--- src/rtl/sar_seq_pkg.sv ---
package sar_seq_pkg;

    localparam int unsigned SEQ_NBITS  = 12;
    localparam int unsigned SEQ_NTRACK = 3;

    typedef enum logic [1:0] {
        PH_TRACK = 2'd0,
        PH_PARK  = 2'd1,
        PH_TRIAL = 2'd2
    } seq_phase_e;

    function automatic int unsigned trial_period(input int unsigned bit_idx,
                                                 input int unsigned nbits,
                                                 input int unsigned ntrack);
        return ntrack + nbits - bit_idx;
    endfunction

endpackage

--- src/rtl/sar_period_ctr.sv ---
module sar_period_ctr
    import sar_seq_pkg::*;
#(
    parameter int unsigned NBITS  = SEQ_NBITS,
    parameter int unsigned NTRACK = SEQ_NTRACK,
    localparam int unsigned LAST  = NBITS + NTRACK,
    localparam int unsigned PW    = $clog2(LAST + 1)
) (
    input  logic          clk,
    input  logic          rst,
    input  logic          start_n,
    output logic [PW-1:0] period,
    output seq_phase_e    phase,
    output logic          ready,
    output logic          last
);

    localparam logic [PW-1:0] P_ONE  = PW'(1);
    localparam logic [PW-1:0] P_TWO  = PW'(2);
    localparam logic [PW-1:0] P_TRK  = PW'(NTRACK);
    localparam logic [PW-1:0] P_LAST = PW'(LAST);

    logic [PW-1:0] per_q;
    logic          park_q;
    logic          rdy_q;

    always_ff @(posedge clk) begin
        if (rst) begin
            per_q  <= P_ONE;
            park_q <= 1'b0;
            rdy_q  <= 1'b0;
        end else if (per_q == P_LAST) begin
            per_q  <= P_ONE;
            park_q <= 1'b0;
            rdy_q  <= 1'b1;
        end else if (per_q == P_ONE) begin
            per_q <= P_TWO;
            if (start_n) begin
                park_q <= 1'b1;
            end else begin
                rdy_q <= 1'b0;
            end
        end else if (park_q) begin
            if (!start_n) begin
                park_q <= 1'b0;
                rdy_q  <= 1'b0;
                per_q  <= P_TWO + P_ONE;
            end
        end else begin
            per_q <= per_q + P_ONE;
        end
    end

    always_comb begin
        if (park_q)              phase = PH_PARK;
        else if (per_q <= P_TRK) phase = PH_TRACK;
        else                     phase = PH_TRIAL;
    end

    assign period = per_q;
    assign ready  = rdy_q;
    assign last   = (per_q == P_LAST);

    // period stays within the frame
    a_r1_period_legal: assert property (@(posedge clk) disable iff (rst)
        (per_q >= P_ONE) && (per_q <= P_LAST));

    // end of frame wraps to period 1 with ready raised
    a_r2_wrap_ready: assert property (@(posedge clk) disable iff (rst)
        (per_q == P_LAST) |=> (rdy_q && per_q == P_ONE));

    // ready low outside period 1 unless parked
    a_r7_ready_low: assert property (@(posedge clk) disable iff (rst)
        (per_q != P_ONE && !park_q) |-> !rdy_q);

    // mid-frame periods always advance by one
    a_r8_start_ignored: assert property (@(posedge clk) disable iff (rst)
        (per_q > P_TWO && per_q < P_LAST) |=> (per_q == $past(per_q) + P_ONE));

    // parked without start keeps period 2 and ready
    a_r9_park_holds: assert property (@(posedge clk) disable iff (rst)
        (park_q && start_n) |=> (per_q == P_TWO && $stable(rdy_q)));

endmodule

--- src/rtl/sar_trial_reg.sv ---
module sar_trial_reg
    import sar_seq_pkg::*;
#(
    parameter int unsigned NBITS  = SEQ_NBITS,
    parameter int unsigned NTRACK = SEQ_NTRACK,
    localparam int unsigned LAST  = NBITS + NTRACK,
    localparam int unsigned PW    = $clog2(LAST + 1)
) (
    input  logic             clk,
    input  logic             rst,
    input  logic [PW-1:0]    period,
    input  logic             cmp_hi,
    output logic [NBITS-1:0] trial_bits,
    output logic [NBITS-1:0] decided
);

    localparam logic [NBITS-1:0] MSB_ONLY = NBITS'(1) << (NBITS - 1);

    logic [NBITS-1:0] ptr;
    logic [NBITS-1:0] acc_q;
    logic             trial_en;

    for (genvar i = 0; i < NBITS; i++) begin : g_ptr
        assign ptr[i] = (period == PW'(trial_period(i, NBITS, NTRACK)));
    end

    assign trial_en   = |ptr;
    assign decided    = (acc_q & ~ptr) | (ptr & {NBITS{cmp_hi}});
    assign trial_bits = trial_en ? (acc_q | ptr) : '0;

    always_ff @(posedge clk) begin
        if (rst) begin
            acc_q <= '0;
        end else if (trial_en) begin
            acc_q <= decided;
        end else begin
            acc_q <= '0;
        end
    end

    // first trial tests MSB alone
    a_r4_msb_first: assert property (@(posedge clk) disable iff (rst)
        (period == PW'(NTRACK + 1)) |-> (trial_bits == MSB_ONLY));

    // at most one bit under trial
    a_r5_single_ptr: assert property (@(posedge clk) disable iff (rst)
        $onehot0(ptr));

    // tested bit keeps the comparator decision
    a_r5_bit_kept: assert property (@(posedge clk) disable iff (rst)
        trial_en |=> ((acc_q & $past(ptr)) == ($past(cmp_hi) ? $past(ptr) : '0)));

endmodule

--- src/rtl/sar_out_reg.sv ---
module sar_out_reg
    import sar_seq_pkg::*;
#(
    parameter int unsigned NBITS = SEQ_NBITS
) (
    input  logic             clk,
    input  logic             rst,
    input  logic             load,
    input  logic [NBITS-1:0] din,
    output logic [NBITS-1:0] q
);

    always_ff @(posedge clk) begin
        if (rst)       q <= '0;
        else if (load) q <= din;
    end

    // result only changes at end of frame
    a_r6_result_stable: assert property (@(posedge clk) disable iff (rst)
        !load |=> $stable(q));

endmodule

--- src/rtl/sar_seq_ctrl.sv ---
module sar_seq_ctrl
    import sar_seq_pkg::*;
#(
    parameter int unsigned NBITS  = SEQ_NBITS,
    parameter int unsigned NTRACK = SEQ_NTRACK,
    localparam int unsigned LAST  = NBITS + NTRACK,
    localparam int unsigned PW    = $clog2(LAST + 1)
) (
    input  logic             clk,
    input  logic             rst,
    input  logic             start_n,
    input  logic             cmp_hi,
    output logic             track,
    output logic             hold,
    output logic [NBITS-1:0] trial_bits,
    output logic [PW-1:0]    period,
    output logic [NBITS-1:0] result,
    output logic             ready
);

    seq_phase_e       phase;
    logic             last;
    logic [NBITS-1:0] decided;

    sar_period_ctr #(.NBITS(NBITS), .NTRACK(NTRACK)) u_ctr (
        .clk     (clk),
        .rst     (rst),
        .start_n (start_n),
        .period  (period),
        .phase   (phase),
        .ready   (ready),
        .last    (last)
    );

    sar_trial_reg #(.NBITS(NBITS), .NTRACK(NTRACK)) u_trial (
        .clk        (clk),
        .rst        (rst),
        .period     (period),
        .cmp_hi     (cmp_hi),
        .trial_bits (trial_bits),
        .decided    (decided)
    );

    sar_out_reg #(.NBITS(NBITS)) u_out (
        .clk  (clk),
        .rst  (rst),
        .load (last),
        .din  (decided),
        .q    (result)
    );

    assign hold  = (phase == PH_TRIAL);
    assign track = !hold;

    // no reference switching while tracking
    a_r3_track_idle: assert property (@(posedge clk) disable iff (rst)
        track |-> (trial_bits == '0));

endmodule

--- config.mk ---
export PLATFORM = sky130hd
export DESIGN_NAME = sar_seq_ctrl
export DESIGN_NICKNAME = d
export VERILOG_FILES = /design/src/rtl/sar_seq_pkg.sv /design/src/rtl/sar_period_ctr.sv /design/src/rtl/sar_trial_reg.sv /design/src/rtl/sar_out_reg.sv /design/src/rtl/sar_seq_ctrl.sv
export SDC_FILE = /design/constraint.sdc
export NUM_CORES = 1
export LEC_CHECK = 0
export CORE_ASPECT_RATIO = 1.4
export CORE_MARGIN = 5
export CORE_UTILIZATION = 40
export DETAILED_ROUTE_END_ITERATION = 10
export HOLD_SLACK_MARGIN = 0.02
export PLACE_DENSITY = 0.66
export RECOVER_POWER = 100
export SLEW_MARGIN = 0
export SYNTH_ARGS = -nofsm -noshare
export SYNTH_HDL_FRONTEND = slang
export SYNTH_SLANG_ARGS = --single-unit
--- constraint.sdc ---
create_clock -name clk -period 2.7 [get_ports clk]
set_clock_uncertainty 0.1 [all_clocks]
set_input_delay 0.27 -clock clk [delete_from_list [all_inputs] [get_ports clk]]
set_output_delay 0.27 -clock clk [all_outputs]
set_load 0.1 [all_outputs]
==> run_results.csv <==
group,metric,value,unit
pwr,power.total,1.28,mW
cells_and_area,syn_to_final_growth,36.4,%
place,gp_congestion,0.852,
clock_network,clk_latency,280,ps
route,wl_per_cell,17.3,um
cells_and_area,n_antenna_cell,0,
hold_path,holdPathStages,2,
yosys,synth_xor_area_frac,0.00572,
yosys,synth_top_family_by_area,"compound AO/OA/AOI/OAI gates",
place,io_buffers,34,
route,avgViaCountPerCell,5.79,
grt,overflow,0,
yosys,yosysWarnings,0,
floorplan,pin_count,35,
yosys,synth_compound_area_frac,0.266,
critical_path,crit_family,"buffers and inverters",
yosys,netlist_area,0.00153,mm2
grt,antenna_found_initial,0,
yosys,synth_seq_cells,30,
timing,setup_viol,0,
grt,grt_use_met1,0.172,
floorplan,dieHeight,83.2,um
floorplan,rows,26,
floorplan,dieArea,0.00518,mm2
cells_and_area,n_fill_cell,343,
timing,setup_ws,126,ps
floorplan,start_util,0.417,
yosys,synth_mux_area_frac,0.0719,
grt,met2_usage,0.313,
critical_path,r2r_cells,6,
critical_path,cp_max_fo,12,
timing,max_freq,388,MHz
yosys,syn_area_per_cell,8.65,um2
job,drv_cap,0,
cells_and_area,layout.nets,214,
timing,tns,0,ps
critical_path,cpPeakStageDelay,370,ps
grt,grtUsageMet3,0.0500,
clock_network,cts_sinks,30,
critical_path,cp_cell_sequence,"inv_1, ha_1, nor2b_1, o31ai_4, buf_4, a32oi_1, buf_12",
route,final_antenna_net_count,0,
critical_path,crit_cells,7,
critical_path,start_kind,"flip-flop",
grt,grt_usage,0.168,
route,vias,1436,
cells_and_area,stdcell_count,248,
clock_network,tritoncts,"built",
critical_path,crit_buf_inv,3,
route,drtPass1Iterations,4,
yosys,syn_inst,177,
route,detail_route.iter0.violations,72,
timing,period_needed,2570,ps
clock_network,clk_path_buf_depth,2,
critical_path,cp_data_arrival_time,2200,ps
critical_path,crit_type,"flip-flop to output port",
hold_path,hp-class,"flip-flop to flip-flop",
grt,grt_pass1_vias,1411,
pwr,leakagePower,0.754,nW
yosys,yosys.area_share.adder,0.0482,
cells_and_area,multiInputGateArea,0.00101,mm2
timing,rsz0062_at_grt,"false",
yosys,synth-simple-area-share,0.136,
grt,grt_pass1_wl,7050,um
critical_path,required,2330,ps
timing,finalHoldViolations,0,
cells_and_area,drive_gt1_frac,0.223,
yosys,syn_nets,186,
cells_and_area,seq_area,611,um2
clock_network,post_cts_resize_count,0,
pwr,vdd_ir_drop_max,0.615,mV
yosys,yosysUniqueCellTypes,30,
pwr,power-per-cell-area,614,mW/mm2
clock_network,h-tree-depth,2,
critical_path,end_kind,"output port",
route,drc,0,
clock_network,cts_buffers,5,
critical_path,reg2reg_slack,430,ps
clock_network,cts-root-buf,"clkbuf_8",
floorplan,core-area,0.00368,mm2
timing,max_slew_margin,0.220,
timing,drv_slew,0,
clock_network,post-cts-setup-buffers,0,
place,place_inst,240,
grt,grt_max_degree,27,
route,routed_wl,4280,um
timing,hold_ws,357,ps
place,dpl_worst_slack,434,ps
cells_and_area,layout_common_cells,"dfxtp_1, a21oi_1, clkbuf_1",
timing,worst_slew_pin_slew,1170,ps
timing,fin_crit_sh,0.953,
critical_path,crit_slowest_cell,"a32oi_1",
place,dp_hpwl,3100,um
floorplan,die_x,62.3,um
yosys,yosysSeqAreaShare,0.392,
clock_network,hold_buffers,0,
run_status,status,"complete, no violations",
grt,gr-max-usage-layer,"met2",
cells_and_area,mostFrequentLayoutCell,"dfxtp_1",
clock_network,clk_pin_slew,70,ps
## where the power goes
| part | internal, mW | total, mW | switching (mW) |
|---|---|---|---|
| registers | 0.461 | 0.505 | 0.0434 |
| logic | 0.0875 | 0.371 | 0.283 |
| clock network | 0.238 | 0.406 | 0.168 |
## tightest hold or removal path: stages (launching register included)
cell     delay, ps
dfxtp_1        310
nand2_1         50
a21oi_1         50
## per-layer routing
metal / vias up / wire length, um / part of all wire
met2: 38 / 2390 / 0.56
met3: 4 / 212 / 0.050
li1: 710 / - / -
met5: - / 0 / 0
met1: 684 / 1640 / 0.38
met4: 0 / 44 / 0.010
## path summary, 6_finish.rpt
| check | from | to |
|---|---|---|
| worst max-delay path | u_ctr.period[1] | trial_bits[2] |
| worst min-delay path | u_out.q[8] | u_out.q[8] |
| worst max register to register | u_ctr.period[0] | u_trial.acc_q[8] |
| worst min register to register | u_out.q[8] | u_out.q[8] |
## synth_stat cells
master,instances,area (um2)
inv_1,9,33.8
nand2_1,6,22.5
nand3b_1,9,67.6
a311o_1,1,10.0
a31oi_1,20,125
mux2i_1,11,110
and3_1,2,12.5
nor2b_1,3,18.8
ha_1,5,62.6
nor2_1,3,11.3
a21boi_0,1,7.51
o31ai_1,1,7.51
xnor2_1,1,8.76
dfxtp_1,30,601
o21ai_0,14,70.1
clkbuf_2,1,5.00
nand3_1,7,35.0
a21oi_1,22,110
clkbuf_1,4,15.0
o311ai_1,1,8.76
buf_2,11,55.1
buf_4,2,15.0
nand2b_1,2,12.5
o211a_1,2,20.0
o31ai_2,1,12.5
nor3_2,1,10.0
maj3_2,1,11.3
nand4b_1,1,8.76
or3b_1,1,8.76
a32oi_1,4,35.0
## final cells by class
class	instances	area share
multi-input combinational	120	0.482
clock buffer	8	0.0485
sequential	30	0.292
tap	42	0.0252
timing repair buffer	39	0.136
inverter	9	0.0162
## sequential cells by signal (all words and copies together), names as in the netlist
name	count
u_out.q	12
u_ctr.park_q	1
u_trial.acc_q	12
u_ctr.ready	1
u_ctr.period	4
## per-stage QoR
stage,instance area (um2),util
final,2090,0.568
after floorplan,1730,-
after global routing,2090,0.568
after global placement,2160,0.588
after detailed placement,2160,0.588
after CTS,2260,0.615
## logic make-up (layout without fill, tap and decap cells)
group / count (synthesis) / count (layout)
AOI/OAI and AO/OA: 67 / 67
xor gates and xnor gates: 1 / 1
adders and majority gates: 6 / 6
buffers and inverters: 27 / 56
DFF: 30 / 30
muxes: 11 / 11
and+or+nand+nor: 35 / 35
No activity file was read; power rests on OpenSTA's default activity.
